[src/rtl/crypto_cmdq_pkg.sv]
package crypto_cmdq_pkg;

    localparam int OP_LSB      = 26;
    localparam int MDIR_BIT    = 25;
    localparam int MWORDS_LSB  = 12;
    localparam int TSEL_LSB    = 24;
    localparam int TRAM_BIT    = 23;
    localparam int TID_LSB     = 17;
    localparam int SLOT_W      = 3;

    localparam logic [5:0] OP_BLK  = 6'h0E;
    localparam logic [5:0] OP_DSET = 6'h10;
    localparam logic [5:0] OP_DFIN = 6'h11;
    localparam logic [5:0] OP_TBL  = 6'h15;
    localparam logic [5:0] OP_MDMA = 6'h22;

    localparam logic [1:0] TSEL_CRYPTO = 2'd3;

    typedef enum logic [2:0] {
        ST_IDLE,
        ST_DADDR,
        ST_MADDR,
        ST_MDMA,
        ST_CRYPT,
        ST_TBL
    } seq_state_e;

endpackage

[src/rtl/cmdq_fifo.sv]
module cmdq_fifo #(
    parameter int W     = 32,
    parameter int DEPTH = 5
) (
    input  logic         clk,
    input  logic         rst_n,
    input  logic         wr_en,
    input  logic [W-1:0] wr_data,
    input  logic         rd_en,
    output logic [W-1:0] rd_data,
    output logic         empty,
    output logic         full,
    output logic         ovf
);
    localparam int PTR_W = (DEPTH > 1) ? $clog2(DEPTH) : 1;
    localparam int CNT_W = $clog2(DEPTH + 1);
    localparam logic [PTR_W-1:0] LAST = PTR_W'(DEPTH - 1);

    logic [W-1:0]     mem [DEPTH];
    logic [PTR_W-1:0] wp, rp;
    logic [CNT_W-1:0] cnt;
    logic             push, pull;

    assign empty   = (cnt == '0);
    assign full    = (cnt == CNT_W'(DEPTH));
    assign push    = wr_en && !full;
    assign pull    = rd_en && !empty;
    assign ovf     = wr_en && full;
    assign rd_data = mem[rp];

    always_ff @(posedge clk or negedge rst_n) begin
        if (!rst_n) begin
            wp  <= '0;
            rp  <= '0;
            cnt <= '0;
        end else begin
            if (push) wp <= (wp == LAST) ? '0 : wp + PTR_W'(1);
            if (pull) rp <= (rp == LAST) ? '0 : rp + PTR_W'(1);
            if (push && !pull)      cnt <= cnt + CNT_W'(1);
            else if (pull && !push) cnt <= cnt - CNT_W'(1);
        end
    end

    always_ff @(posedge clk) begin
        if (push) mem[wp] <= wr_data;
    end

    p_full_write_dropped_r3: assert property (@(posedge clk) disable iff (!rst_n)
        (wr_en && full && !rd_en) |=> (cnt == $past(cnt)))
        else $error("write to full queue changed occupancy");

    p_pop_needs_word_r2: assert property (@(posedge clk) disable iff (!rst_n)
        rd_en |-> !empty)
        else $error("pop from empty queue");

endmodule

[src/rtl/cmdq_seq.sv]
module cmdq_seq
    import crypto_cmdq_pkg::*;
#(
    parameter int BLK_W    = 16,
    parameter int MW_W     = 13,
    parameter int KT_WORDS = 16,
    localparam int KW_W    = $clog2(KT_WORDS)
) (
    input  logic              clk,
    input  logic              rst_n,
    input  logic [31:0]       head,
    input  logic              empty,
    input  logic              eng_done,
    input  logic              mdma_done,
    output logic              pop,
    output logic              bad_op,
    output logic              dset_valid,
    output logic [31:0]       dset_addr,
    output logic              eng_start,
    output logic [BLK_W:0]    eng_blocks,
    output logic              dfin_pulse,
    output logic              mdma_start,
    output logic              mdma_to_ext,
    output logic [MW_W-1:0]   mdma_words,
    output logic [31:0]       mdma_addr,
    output logic              kt_xfer,
    output logic [KW_W-1:0]   kt_word,
    output logic [SLOT_W-1:0] kt_slot,
    output logic              eng_busy,
    output logic              dma_busy
);
    localparam logic [KW_W-1:0] KW_LAST = KW_W'(KT_WORDS - 1);

    seq_state_e        state, nxt;
    logic              mdir_q;
    logic [MW_W-1:0]   mwords_q;
    logic [SLOT_W-1:0] slot_q;
    logic [KW_W-1:0]   kw_q;
    logic [5:0]        op;
    logic              tbl_ok;

    assign op     = head[OP_LSB +: 6];
    assign tbl_ok = (head[TSEL_LSB +: 2] == TSEL_CRYPTO) && head[TRAM_BIT]
                    && head[TID_LSB + SLOT_W];

    // state register and operand latches
    always_ff @(posedge clk or negedge rst_n) begin
        if (!rst_n) begin
            state    <= ST_IDLE;
            mdir_q   <= 1'b0;
            mwords_q <= '0;
            slot_q   <= '0;
            kw_q     <= '0;
        end else begin
            state <= nxt;
            if (state == ST_IDLE && pop && op == OP_MDMA) begin
                mdir_q   <= head[MDIR_BIT];
                mwords_q <= head[MWORDS_LSB +: MW_W];
            end
            if (state == ST_IDLE && pop && op == OP_TBL) begin
                slot_q <= head[TID_LSB +: SLOT_W];
                kw_q   <= '0;
            end else if (state == ST_TBL) begin
                kw_q <= kw_q + KW_W'(1);
            end
        end
    end

    // next state and outputs
    always_comb begin
        nxt        = state;
        pop        = 1'b0;
        bad_op     = 1'b0;
        dset_valid = 1'b0;
        eng_start  = 1'b0;
        dfin_pulse = 1'b0;
        mdma_start = 1'b0;
        kt_xfer    = 1'b0;
        unique case (state)
            ST_IDLE: begin
                if (!empty) begin
                    pop = 1'b1;
                    case (op)
                        OP_BLK: begin
                            eng_start = 1'b1;
                            nxt       = ST_CRYPT;
                        end
                        OP_DSET: nxt = ST_DADDR;
                        OP_DFIN: dfin_pulse = 1'b1;
                        OP_MDMA: nxt = ST_MADDR;
                        OP_TBL: begin
                            if (tbl_ok) nxt = ST_TBL;
                            else        bad_op = 1'b1;
                        end
                        default: bad_op = 1'b1;
                    endcase
                end
            end
            ST_DADDR: begin
                if (!empty) begin
                    pop        = 1'b1;
                    dset_valid = 1'b1;
                    nxt        = ST_IDLE;
                end
            end
            ST_MADDR: begin
                if (!empty) begin
                    pop        = 1'b1;
                    mdma_start = 1'b1;
                    nxt        = ST_MDMA;
                end
            end
            ST_MDMA:  if (mdma_done) nxt = ST_IDLE;
            ST_CRYPT: if (eng_done)  nxt = ST_IDLE;
            ST_TBL: begin
                kt_xfer = 1'b1;
                if (kw_q == KW_LAST) nxt = ST_IDLE;
            end
        endcase
    end

    assign dset_addr   = head;
    assign mdma_addr   = head;
    assign eng_blocks  = {1'b0, head[BLK_W-1:0]} + (BLK_W+1)'(1);
    assign mdma_to_ext = mdir_q;
    assign mdma_words  = mwords_q;
    assign kt_word     = kw_q;
    assign kt_slot     = slot_q;
    assign eng_busy    = (state != ST_IDLE);
    assign dma_busy    = (state == ST_MADDR) || (state == ST_MDMA);

    p_single_action_r4: assert property (@(posedge clk) disable iff (!rst_n)
        $onehot0({dset_valid, eng_start, dfin_pulse, mdma_start, kt_xfer, bad_op}))
        else $error("more than one action in a cycle");

    p_mdma_keeps_busy_r7: assert property (@(posedge clk) disable iff (!rst_n)
        mdma_start |=> dma_busy)
        else $error("DMA busy dropped after move start");

    p_kt_index_steps_r8: assert property (@(posedge clk) disable iff (!rst_n)
        (kt_xfer && $past(kt_xfer)) |-> (kt_word == $past(kt_word) + KW_W'(1)))
        else $error("key-table index skipped");

    p_addr_wait_silent_r12: assert property (@(posedge clk) disable iff (!rst_n)
        (state == ST_DADDR && empty) |=> !$past(dset_valid) && eng_busy)
        else $error("action without its address word");

endmodule

[src/rtl/cmdq_status.sv]
module cmdq_status (
    input  logic       clk,
    input  logic       rst_n,
    input  logic       bad_set,
    input  logic       ovf_set,
    input  logic       eng_busy,
    input  logic       irq_en,
    input  logic       clr_valid,
    input  logic [2:0] clr_bits,
    output logic       stat_bad_op,
    output logic       stat_ovf,
    output logic       irq
);
    logic busy_q;
    logic done_set;
    logic [2:0] clr;

    assign clr      = clr_valid ? clr_bits : 3'b000;
    assign done_set = busy_q && !eng_busy && irq_en;

    always_ff @(posedge clk or negedge rst_n) begin
        if (!rst_n) begin
            busy_q      <= 1'b0;
            stat_bad_op <= 1'b0;
            stat_ovf    <= 1'b0;
            irq         <= 1'b0;
        end else begin
            busy_q      <= eng_busy;
            stat_bad_op <= bad_set  || (stat_bad_op && !clr[0]);
            stat_ovf    <= ovf_set  || (stat_ovf    && !clr[1]);
            irq         <= done_set || (irq         && !clr[2]);
        end
    end

    p_irq_holds_r11: assert property (@(posedge clk) disable iff (!rst_n)
        (irq && !clr[2]) |=> irq)
        else $error("interrupt dropped without clear");

    p_bad_sticky_r10: assert property (@(posedge clk) disable iff (!rst_n)
        (stat_bad_op && !clr[0]) |=> stat_bad_op)
        else $error("bad-op flag dropped without clear");

    p_ovf_sticky_r3: assert property (@(posedge clk) disable iff (!rst_n)
        (stat_ovf && !clr[1]) |=> stat_ovf)
        else $error("overflow flag dropped without clear");

endmodule

[src/rtl/crypto_cmdq.sv]
module crypto_cmdq
    import crypto_cmdq_pkg::*;
#(
    parameter int QDEPTH   = 5,
    parameter int BLK_W    = 16,
    parameter int MW_W     = 13,
    parameter int KT_WORDS = 16
) (
    input  logic                        clk,
    input  logic                        rst_n,
    input  logic                        cmd_wr,
    input  logic [31:0]                 cmd_data,
    input  logic                        irq_en,
    input  logic                        clr_valid,
    input  logic [2:0]                  clr_bits,
    input  logic                        eng_done,
    input  logic                        mdma_done,
    output logic                        dset_valid,
    output logic [31:0]                 dset_addr,
    output logic                        eng_start,
    output logic [BLK_W:0]              eng_blocks,
    output logic                        dfin_pulse,
    output logic                        mdma_start,
    output logic                        mdma_to_ext,
    output logic [MW_W-1:0]             mdma_words,
    output logic [31:0]                 mdma_addr,
    output logic                        kt_xfer,
    output logic [$clog2(KT_WORDS)-1:0] kt_word,
    output logic [SLOT_W-1:0]           kt_slot,
    output logic                        stat_eng_busy,
    output logic                        stat_q_empty,
    output logic                        stat_dma_busy,
    output logic                        stat_bad_op,
    output logic                        stat_ovf,
    output logic                        irq
);
    logic [31:0] head;
    logic        empty, full, ovf, pop, bad_op;

    cmdq_fifo #(.W(32), .DEPTH(QDEPTH)) u_fifo (
        .clk     (clk),
        .rst_n   (rst_n),
        .wr_en   (cmd_wr),
        .wr_data (cmd_data),
        .rd_en   (pop),
        .rd_data (head),
        .empty   (empty),
        .full    (full),
        .ovf     (ovf)
    );

    cmdq_seq #(.BLK_W(BLK_W), .MW_W(MW_W), .KT_WORDS(KT_WORDS)) u_seq (
        .clk         (clk),
        .rst_n       (rst_n),
        .head        (head),
        .empty       (empty),
        .eng_done    (eng_done),
        .mdma_done   (mdma_done),
        .pop         (pop),
        .bad_op      (bad_op),
        .dset_valid  (dset_valid),
        .dset_addr   (dset_addr),
        .eng_start   (eng_start),
        .eng_blocks  (eng_blocks),
        .dfin_pulse  (dfin_pulse),
        .mdma_start  (mdma_start),
        .mdma_to_ext (mdma_to_ext),
        .mdma_words  (mdma_words),
        .mdma_addr   (mdma_addr),
        .kt_xfer     (kt_xfer),
        .kt_word     (kt_word),
        .kt_slot     (kt_slot),
        .eng_busy    (stat_eng_busy),
        .dma_busy    (stat_dma_busy)
    );

    cmdq_status u_status (
        .clk         (clk),
        .rst_n       (rst_n),
        .bad_set     (bad_op),
        .ovf_set     (ovf),
        .eng_busy    (stat_eng_busy),
        .irq_en      (irq_en),
        .clr_valid   (clr_valid),
        .clr_bits    (clr_bits),
        .stat_bad_op (stat_bad_op),
        .stat_ovf    (stat_ovf),
        .irq         (irq)
    );

    assign stat_q_empty = empty;

    p_full_not_empty_r2: assert property (@(posedge clk) disable iff (!rst_n)
        full |-> !stat_q_empty)
        else $error("full queue reported empty");

endmodule

[config.mk]
export PLATFORM = sky130hd
export DESIGN_NAME = crypto_cmdq
export DESIGN_NICKNAME = d
export VERILOG_FILES = /design/src/rtl/crypto_cmdq_pkg.sv /design/src/rtl/cmdq_fifo.sv /design/src/rtl/cmdq_seq.sv /design/src/rtl/cmdq_status.sv /design/src/rtl/crypto_cmdq.sv
export SDC_FILE = /design/constraint.sdc
export NUM_CORES = 1
export LEC_CHECK = 0
export BUFFER_PORTS_ARGS = -buffer_cell sky130_fd_sc_hd__buf_2
export CAP_MARGIN = 10
export CORE_MARGIN = 5
export CORE_UTILIZATION = 50
export CTS_CLUSTER_DIAMETER = 60
export DETAILED_ROUTE_END_ITERATION = 10
export PLACE_DENSITY = 0.76
export SETUP_SLACK_MARGIN = 0.5
export SLEW_MARGIN = 20
export SYNTH_ARGS = -nofsm -noshare
export SYNTH_HDL_FRONTEND = slang
export SYNTH_SLANG_ARGS = --single-unit
[constraint.sdc]
create_clock -name clk -period 4.3 [get_ports clk]
set_clock_uncertainty 0.1 [all_clocks]
set_input_delay 0.86 -clock clk [delete_from_list [all_inputs] [get_ports clk]]
set_output_delay 0.86 -clock clk [all_outputs]
set_load 0.01 [all_outputs]
---- Word-level counts from Yosys, hierarchy flattened ----
Memory sizes are Yosys's and may differ from the RTL's.
Index checks and enable logic that the tools add are counted.
Widths: inputs -> output; s select.
word-level totals
  register bits after elaboration ......... 37
  RAM bits ................................ 160
  output and inout bits ................... 113
  word-level logic and storage cells ...... 110
  memories ................................ 1
operators by class
  $add $sub $neg .......................... 6
  eq/ne operators ......................... 23
  multiplexer cells ....................... 33
  reduce and logical (&&, ||, !) cells .... 35
memory list
  name        words  width  read ports  clocked after memory_dff  wr ports  RTL line         text
  u_fifo.mem  5      32     1           0                         1         cmdq_fifo.sv:19  logic [W-1:0] mem [DEPTH];
operators with widths
  operator               count
  $mux 3                 12
  $eq 6x5->1 const B     3
  $pmux 3 s6             1
  $add 16x1->17 const B  1
  $mux 1                 16
  $eq 3x3->1 const B     5
  $logic_and 1x1->1      15
  $ne 2x2->1 const B     6
  $pmux 3 s4             1
  $add 3x1->3 const B    3
  $logic_not 1->1        8
  $mux 4                 2
  $reduce_and 8->1       1
  $eq 3x2->1 const B     2
  $eq 6x4->1 const B     1
  $eq 6x6->1 const B     1
  $logic_not 3->1        2
  $ne 5x4->1 const B     1
  $add 4x1->4 const B    1
  $eq 4x4->1 const B     1
  $logic_or 1x1->1       4
  $reduce_bool 2->1      2
  $reduce_or 4->1        1
  $eq 3x1->1 const B     1
  6 further kinds        6

---- Depth between registers and ports, before layout ----
Gate-level depths: netlist (run 1).
An unclocked memory read counts as a cell.
  depth after elaboration ................. 9
  depth in mapped cells ................... 12
  gate-level depth less buffers ........... 10

---- By module ----
A second synthesis (run 1) with hierarchy kept.
unflattened totals
  cells, all modules ...................... 618
  area total of the unflattened synthesis .. 8,800.9 µm²
modules (own cells, without submodules)
  module       times used  cells an instance  area an instance (µm²)
  cmdq_fifo    1           397                6,655.1
  cmdq_seq     1           210                2,006.9
  cmdq_status  1           11                 138.9

---- Worst setup path after synthesis (run 1) ----
Ideal clock, no wire load.
  kind .................................... input port to flip-flop
  start point ............................. input port cmd_wr
  end point ............................... memory u_fifo.mem[4][0] (enable)
  library setup time ...................... 0.513 ns
  arrival ................................. 4.363 ns
  data required time ...................... 3.687 ns
  slack ................................... -0.676 ns
  stages on the path ...................... 2
  cells stage by stage .................... nand2_1 -> nor4b_1
on the way
  longest elaborated chain between the ends .. 3
ends and longest elaborated chain
  what                          RTL line           text
  start: declaration            crypto_cmdq.sv:11  input logic cmd_wr,
  $logic_and 1x1->1             cmdq_fifo.sv:26    assign push = wr_en && !full;
  $mux 1                        cmdq_fifo.sv:45    if (push) mem[wp] <= wr_data;
  $mux 1 (not written as such)  cmdq_fifo.sv:45
  end: declaration              cmdq_fifo.sv:19
No other way between the ends.

---- Worst setup path after layout (run 1) ----
  start point ............................. register u_fifo.rp[0]
  end point ............................... output port eng_blocks[15]
on the way
  longest elaborated chain between the ends .. 2
ends and longest elaborated chain
  what                      RTL line           text
  start: declaration        cmdq_fifo.sv:20    logic [PTR_W-1:0] wp, rp;
  start signal: assignment  cmdq_fifo.sv:38    if (pull) rp <= (rp == LAST) ? '0 : rp + PTR_W'(1);
  $mem_v2 5x32              n/a
  $add 16x1->17             cmdq_seq.sv:124    assign eng_blocks = {1'b0, head[BLK_W-1:0]} + (BLK_W+1)'(1);
  end: declaration          crypto_cmdq.sv:21  output logic [BLK_W:0] eng_blocks,
No other way between the ends.

==> results of run 1 <==
## per-layer routing
| metal | track usage (%) | vias up |
|---|---|---|
| met5 | 0 | - |
| met4 | 5.711 | 2 |
| met3 | 5.113 | 32 |
| met2 | 32.51 | 236 |
| met1 | 26.24 | 2653 |
| li1 | - | 2356 |
## layout make-up
class                           instances  area share [%]
Multi-Input combinational cell        280           24.17
Timing Repair Buffer                  196           11.06
Inverter                               30           1.105
Clock buffer                           24           4.576
Sequential cell                       197           55.68
Clock inverter                          8          0.7405
Tap cell                              220           2.671
## path summary, 6_finish.rpt
| path | cells past startpoint | endpoint | from | slack, ns |
|---|---|---|---|---|
| min reg2reg | 2 | u_status.stat_bad_op | u_status.stat_bad_op | 0.38 |
| max reg2reg | 11 | u_seq.mdma_words[0] | u_fifo.rp[0] | 0.85 |
| max in group asynchronous | 1 | u_fifo.rp[0] | rst_n | 2.91 |
| min in group asynchronous | 1 | u_status.irq | rst_n | 0.48 |
| min | 2 | u_status.stat_bad_op | u_status.stat_bad_op | 0.38 |
| max | 10 | eng_blocks[15] | u_fifo.rp[0] | 0.40 |
## placed cells by master (no fill, tap or decap), types with 5 or more instances in the layout
cell	count
xor2_1	6
buf_4	37
a21oi_1	10
mux2_2	13
inv_1	28
clkbuf_1	5
buf_2	154
mux2i_1	8
edfxtp_1	160
nand2_1	72
nor2_1	23
ha_1	6
clkbuf_16	18
mux4_2	30
dfrtp_1	34
o21ai_0	9
xnor2_1	13
## metrics by stage
stage | cell area (um2) | util [%] | TNS [ns]
after floorplan | 8539 | - | -22.10
after global placement | 9387 | 56.40 | 0
after detailed placement | 9387 | 56.40 | 0
after CTS | 10080 | 60.59 | 0
after global routing | 10310 | 61.94 | 0
final | 10310 | 61.94 | 0
## flip-flops by register name (all words and copies together), names as in the netlist
name and cells:
u_seq.kt_word 4, u_fifo.rp 3, u_status.busy_q 1, u_fifo.cnt 3
u_seq.mdma_words 13, u_fifo.wp 3, u_status.irq 1, u_seq.mdma_to_ext 1
u_status.stat_ovf 1, u_fifo.mem 160, u_status.stat_bad_op 1, u_seq.kt_slot 3
u_seq.state 3
## power by group through the flow
stage | Combinational, mW | Clock [mW] | Sequential [mW]
3_3_place_gp | 3.29 | 0 | 2.78
6_report | 3.73 | 1.48 | 2.74
5_1_grt | 4.04 | 1.59 | 2.78
2_1_floorplan | 2.43 | 0 | 2.73
4_1_cts | 3.50 | 1.51 | 2.76
3_5_place_dp | 3.35 | 0 | 2.81
## kinds of logic (layout without fill, tap and decap cells)
family	count (synthesis)	after routing	synth area share (%)
flip-flops	197	197	67.16
XOR/XNOR	20	20	2.053
multiplexers	61	61	12.33
adder cells (fa/ha/maj)	8	8	1.261
AO/OA/AOI/OAI	42	42	3.255
AND/OR/NAND/NOR	149	149	8.196
buffers and inverters	82	258	5.748
## critical path, cell delays in order, from the launching register on
cell and delay (ns):
dfrtp_4 0.49, buf_12 0.15, mux4_2 0.35, a21boi_2 0.06, buf_4 0.13, or4_4 0.58, nor3_4 0.16, nand2_2 0.13
nor3_4 0.17, xnor2_1 0.14, buf_2 0.15
## what timing repair did
| action | 4_1_cts | 5_1_grt |
|---|---|---|
| gates cloned | 0 | 1 |
| endpoints found under the setup margin | 17 | 14 |
| gates resized for setup | 17 | 19 |
| hold buffers | 0 | 0 |
| setup buffers | 10 | 14 |
| pin swaps | 9 | 11 |
==> results.toml, run 1 <==
[synth]
syn_inst = 559
synth-main-ff-cell = "edfxtp_1"
ys_ff_latch = 197
syn_nets = 609
ys_warn_count = 0
synth_area_per_cell_um2 = 15.27
yosys-top-cells-area = "edfxtp_1 (56%), dfrtp_1 (11%), mux4_2 (7.9%)"
yosysSeqAreaShare_pct = 67.16
asyncSetResetFlopFracSynth_pct = 18.78
netlist_area_mm2 = 0.008533
yosys.cell_count.top_type = "edfxtp_1"
synth_area_leader_cell = "edfxtp_1"
ys_types = 58
synth_top_area_share_pct = 56.30
synth-edff-count = 160
netlist_top_cells_count = "edfxtp_1 (160), nand2_1 (76), dfrtp_1 (37), buf_4 (34), mux4_2 (30)"

[clock_network]
clock_sink_count = 197
tritoncts = "done"
cts-root-buf = "clkbuf_16"
clk_pin_slew_ns = 0.07
cts_buffer_depth = 2
htree_levels = 4
cts_made_buffers = 17
clk_latency_ns = 0.43

[finish]
fillers = 1257
drive_gt1_share_pct = 42.59
ff_latch_area_mm2 = 0.005739
nNetsFinal = 772
area_delta_synth_final_pct = 20.79
n_antenna_cell = 0
layout.cells.non_filler = 955
multi_input_area_mm2 = 0.002491

[timing]
hold_viol_final = 0
slew_violations = 0
fin_crit_ns = 3.898
fin_crit_sh_pct = 90.66
setup_violations = 0
timing.hold.ws_ns = 0.3772
maxSlewHeadroom_pct = 36.40
fmax_mhz = 256.5
rsz0062_at_grt = "true"
finalWorstSetupSlack_ns = 0.4017
worst_pin_slew_ns = 0.9540

[floorplanning]
core_region_area_mm2 = 0.01664
ios = 155
chipWidth_um = 140.6
die_area_mm2 = 0.01978
start_util_pct = 51.27
die_y_um = 140.6
rows = 47

[power_and_ir_drop]
clockPowerShare_pct = 18.6
p_sw_mw = 3.020
switching_share_pct = 37.95
p_comb_share_pct = 46.9
power.total_mw = 7.956
p_per_area_mw_per_mm2 = 771.8
leakage_nw = 4.125
sequentialPowerShare_pct = 34.5
ir_drop_v = 0.0006114
internal_power_mw = 4.936

[routing]
drt-vias-per-instance = 5.528
wire_per_inst_um = 20.40
drcViolationCount = 0
ant_nets = 0
wl_um = 19480
met2WireLength_um = 9496
topRoutingLayerUsed = "met5"
drt-met1-wl_um = 8109
firstDrtPassIters = 4
vias = 5279
dr_wl_met3_um = 1478
drt-initial-drc-count = 368

[place]
dp_cells = 898
place_hpwl_um = 12860
gp_congestion = 0.8527
pre_cts_ws_ns = 0.6386
port_buffers = 154

[critical_path]
worstSetupPathType = "reg -> out"
startpoint_type = "register"
cp.required_ns = 3.34
worstPathArrival_ns = 2.94
critPathMaxFanout = 5
worstSetupEndpointType = "output port"

[outcome]
status = "completed"

[grt]
overflow = 0
grt_max_degree = 38
grt_pass1_vias = 5376
antenna_found_initial = 1
grt_use_total_pct = 19.76
grt_pass1_wl_um = 29950

[job]
maxCapViolCount = 0

[worst_hold_path]
hp-class = "reg -> reg"
No activity file was read; power rests on OpenSTA's default activity.
==> run 2, diff against run 1 <==
--- a/config.mk
+++ b/config.mk
@@ -13,2 +13,3 @@
 export DETAILED_ROUTE_END_ITERATION = 10
+export GPL_TIMING_DRIVEN = 1
 export PLACE_DENSITY = 0.76
==> constraint.sdc (replaced) <==
create_clock -name clk -period 4.3 [get_ports clk]
set_clock_uncertainty 0.1 [all_clocks]
set_input_delay 0 -clock clk [delete_from_list [all_inputs] [get_ports clk]]
set_output_delay 0 -clock clk [all_outputs]
set_load 0.01 [all_outputs]
==> run 2 against run 1 <==
  * Die area stayed put
  * Non-clock buffer count is 10 higher
  * Wire length is 3.0% lower
  * Critical path type unchanged
  * Power is 3.2% lower
  * Critical endpoint unchanged
  * Sequential share of layout area is 0.32 points lower
  * Highest routed layer is now met4
==> results.toml, run 2 (synthesized netlist as in run 1, its figures left out) <==
[outcome]
status = "completed"

[grt]
grt_use_total_pct = 19.40
overflow = 0
grt_pass1_wl_um = 29550
grt_max_degree = 38
grt_pass1_vias = 5416
antenna_found_initial = 0

[clock_network]
clk_pin_slew_ns = 0.07
htree_levels = 4
tritoncts = "done"
cts_made_buffers = 17
clock_sink_count = 197
clk_latency_ns = 0.42
cts-root-buf = "clkbuf_16"
cts_setup_buffers = 0
cts_buffer_depth = 2

[timing]
rsz0062_at_grt = "false"
setup_violations = 0
hold_viol_final = 0
fin_crit_ns = 3.447
fin_crit_sh_pct = 80.17
timing.hold.ws_ns = 0.06497
slew_violations = 0
finalWorstSetupSlack_ns = 0.8526
worst_pin_slew_ns = 0.8502
fin_tns_setup_ns = 0
fmax_mhz = 290.1
maxSlewHeadroom_pct = 43.32

[routing]
drt-vias-per-instance = 5.492
wl_um = 18910
drt-initial-drc-count = 375
vias = 5300
drcViolationCount = 0
ant_nets = 0
wire_per_inst_um = 19.59
firstDrtPassIters = 5

[critical_path]
cp_cell_sequence = "buf_6 -> mux4_2 -> a21boi_0 -> buf_4 -> or4_1 -> nor3_2 -> nand2_1 -> nor3_2 -> xnor2_1 -> buf_2"
critical-path-top-delay-family = "simple AND/OR/NAND/NOR gates"
critPathMaxFanout = 30
cp.required_ns = 4.20
crit_buf_inv = 3
r2r_cells = 6
slowest_stage = "or4_1"
worstSetupPathDepth = 10
worstSetupEndpointType = "output port"
worstSetupPathType = "reg -> out"
cp_common_cell = "nor3_2"
worstPathArrival_ns = 3.35
cp_slowest_stage_delay_ns = 0.60
startpoint_type = "register"

[finish]
fin_area_mm2 = 0.01036
largest_register_ffs = 160
fillers = 1210
drive_gt1_share_pct = 35.30
area_delta_synth_final_pct = 21.36
regMostFlops = "u_fifo.mem"
final_util_pct = 62.23
layout.cells.non_filler = 965
n_antenna_cell = 0
final_common_cell = "edfxtp_1"
mostFrequentLayoutCells = "edfxtp_1 (160), buf_2 (154), nand2_1 (76)"
nNetsFinal = 782

[place]
place_hpwl_um = 12300
dp_cells = 893
pre_cts_ws_ns = 1.157
gp_congestion = 0.8783
port_buffers = 154
post_dp_cell_area_mm2 = 0.009356

[floorplanning]
core_region_area_mm2 = 0.01664
die_y_um = 140.6
rows = 47
ios = 155
chipWidth_um = 140.6
start_util_pct = 51.27
die_area_mm2 = 0.01978

[power_and_ir_drop]
ir_drop_v = 0.0004862
p_per_area_mw_per_mm2 = 743.9
leakage_nw = 4.142
power.total_mw = 7.704

[job]
maxCapViolCount = 0

[worst_hold_path]
hp-class = "in -> reg"
hold-path-cell-count = 5
-- run 2: cell type report --
type | count | area [um2] | area share [%]
multi-input combinational | 280 | 2355 | 22.74
clock inverter | 14 | 148.9 | 1.438
clock buffer | 18 | 429.2 | 4.144
timing repair buffer | 206 | 1303 | 12.58
sequential | 197 | 5733 | 55.36
inverter | 30 | 112.6 | 1.087
tap | 220 | 275.3 | 2.658
-- run 2: power breakdown --
group | internal [mW] | total (mW) | switching [mW]
registers | 2.51 | 2.75 | 0.239
logic | 1.41 | 3.41 | 2.00
clock network | 0.865 | 1.55 | 0.686
total | 4.78 | 7.70 | 2.92
-- run 2: path summary, 6_finish.rpt --
kind | slack [ns] | start | end
max in group asynchronous | 3.39 | rst_n | u_fifo.rp[0]
min in group asynchronous | 0.13 | rst_n | u_seq.kt_slot[1]
worst max-delay path | 0.85 | u_fifo.rp[0] | eng_blocks[15]
worst max register to register | 1.16 | u_fifo.rp[2] | u_seq.mdma_words[1]
worst min register to register | 0.40 | u_seq.kt_slot[2] | u_seq.kt_slot[2]
worst min-delay path | 0.06 | mdma_done | u_seq.state[1]
-- run 2: layer usage --
layer | global-route usage [%] | part of all wire, %
met1 | 25.73 | 41
met2 | 31.98 | 50
met3 | 4.301 | 7.1
met4 | 6.680 | 1.8
met5 | 0 | 0
-- run 2: what timing repair did --
action,in CTS,in global routing
setup endpoints to repair,0,3
hold buffers,39,0
endpoints found under the hold margin,200,0
gates resized for setup,0,1
-- run 2: worst reg2reg max path, stage by stage, from the launching register on --
cell      delay [ns]
dfrtp_1         0.35
clkinv_1        0.55
mux2i_2         0.52
and3_4          0.27
and3_4          0.21
and2b_1         0.61
mux2_2          0.42
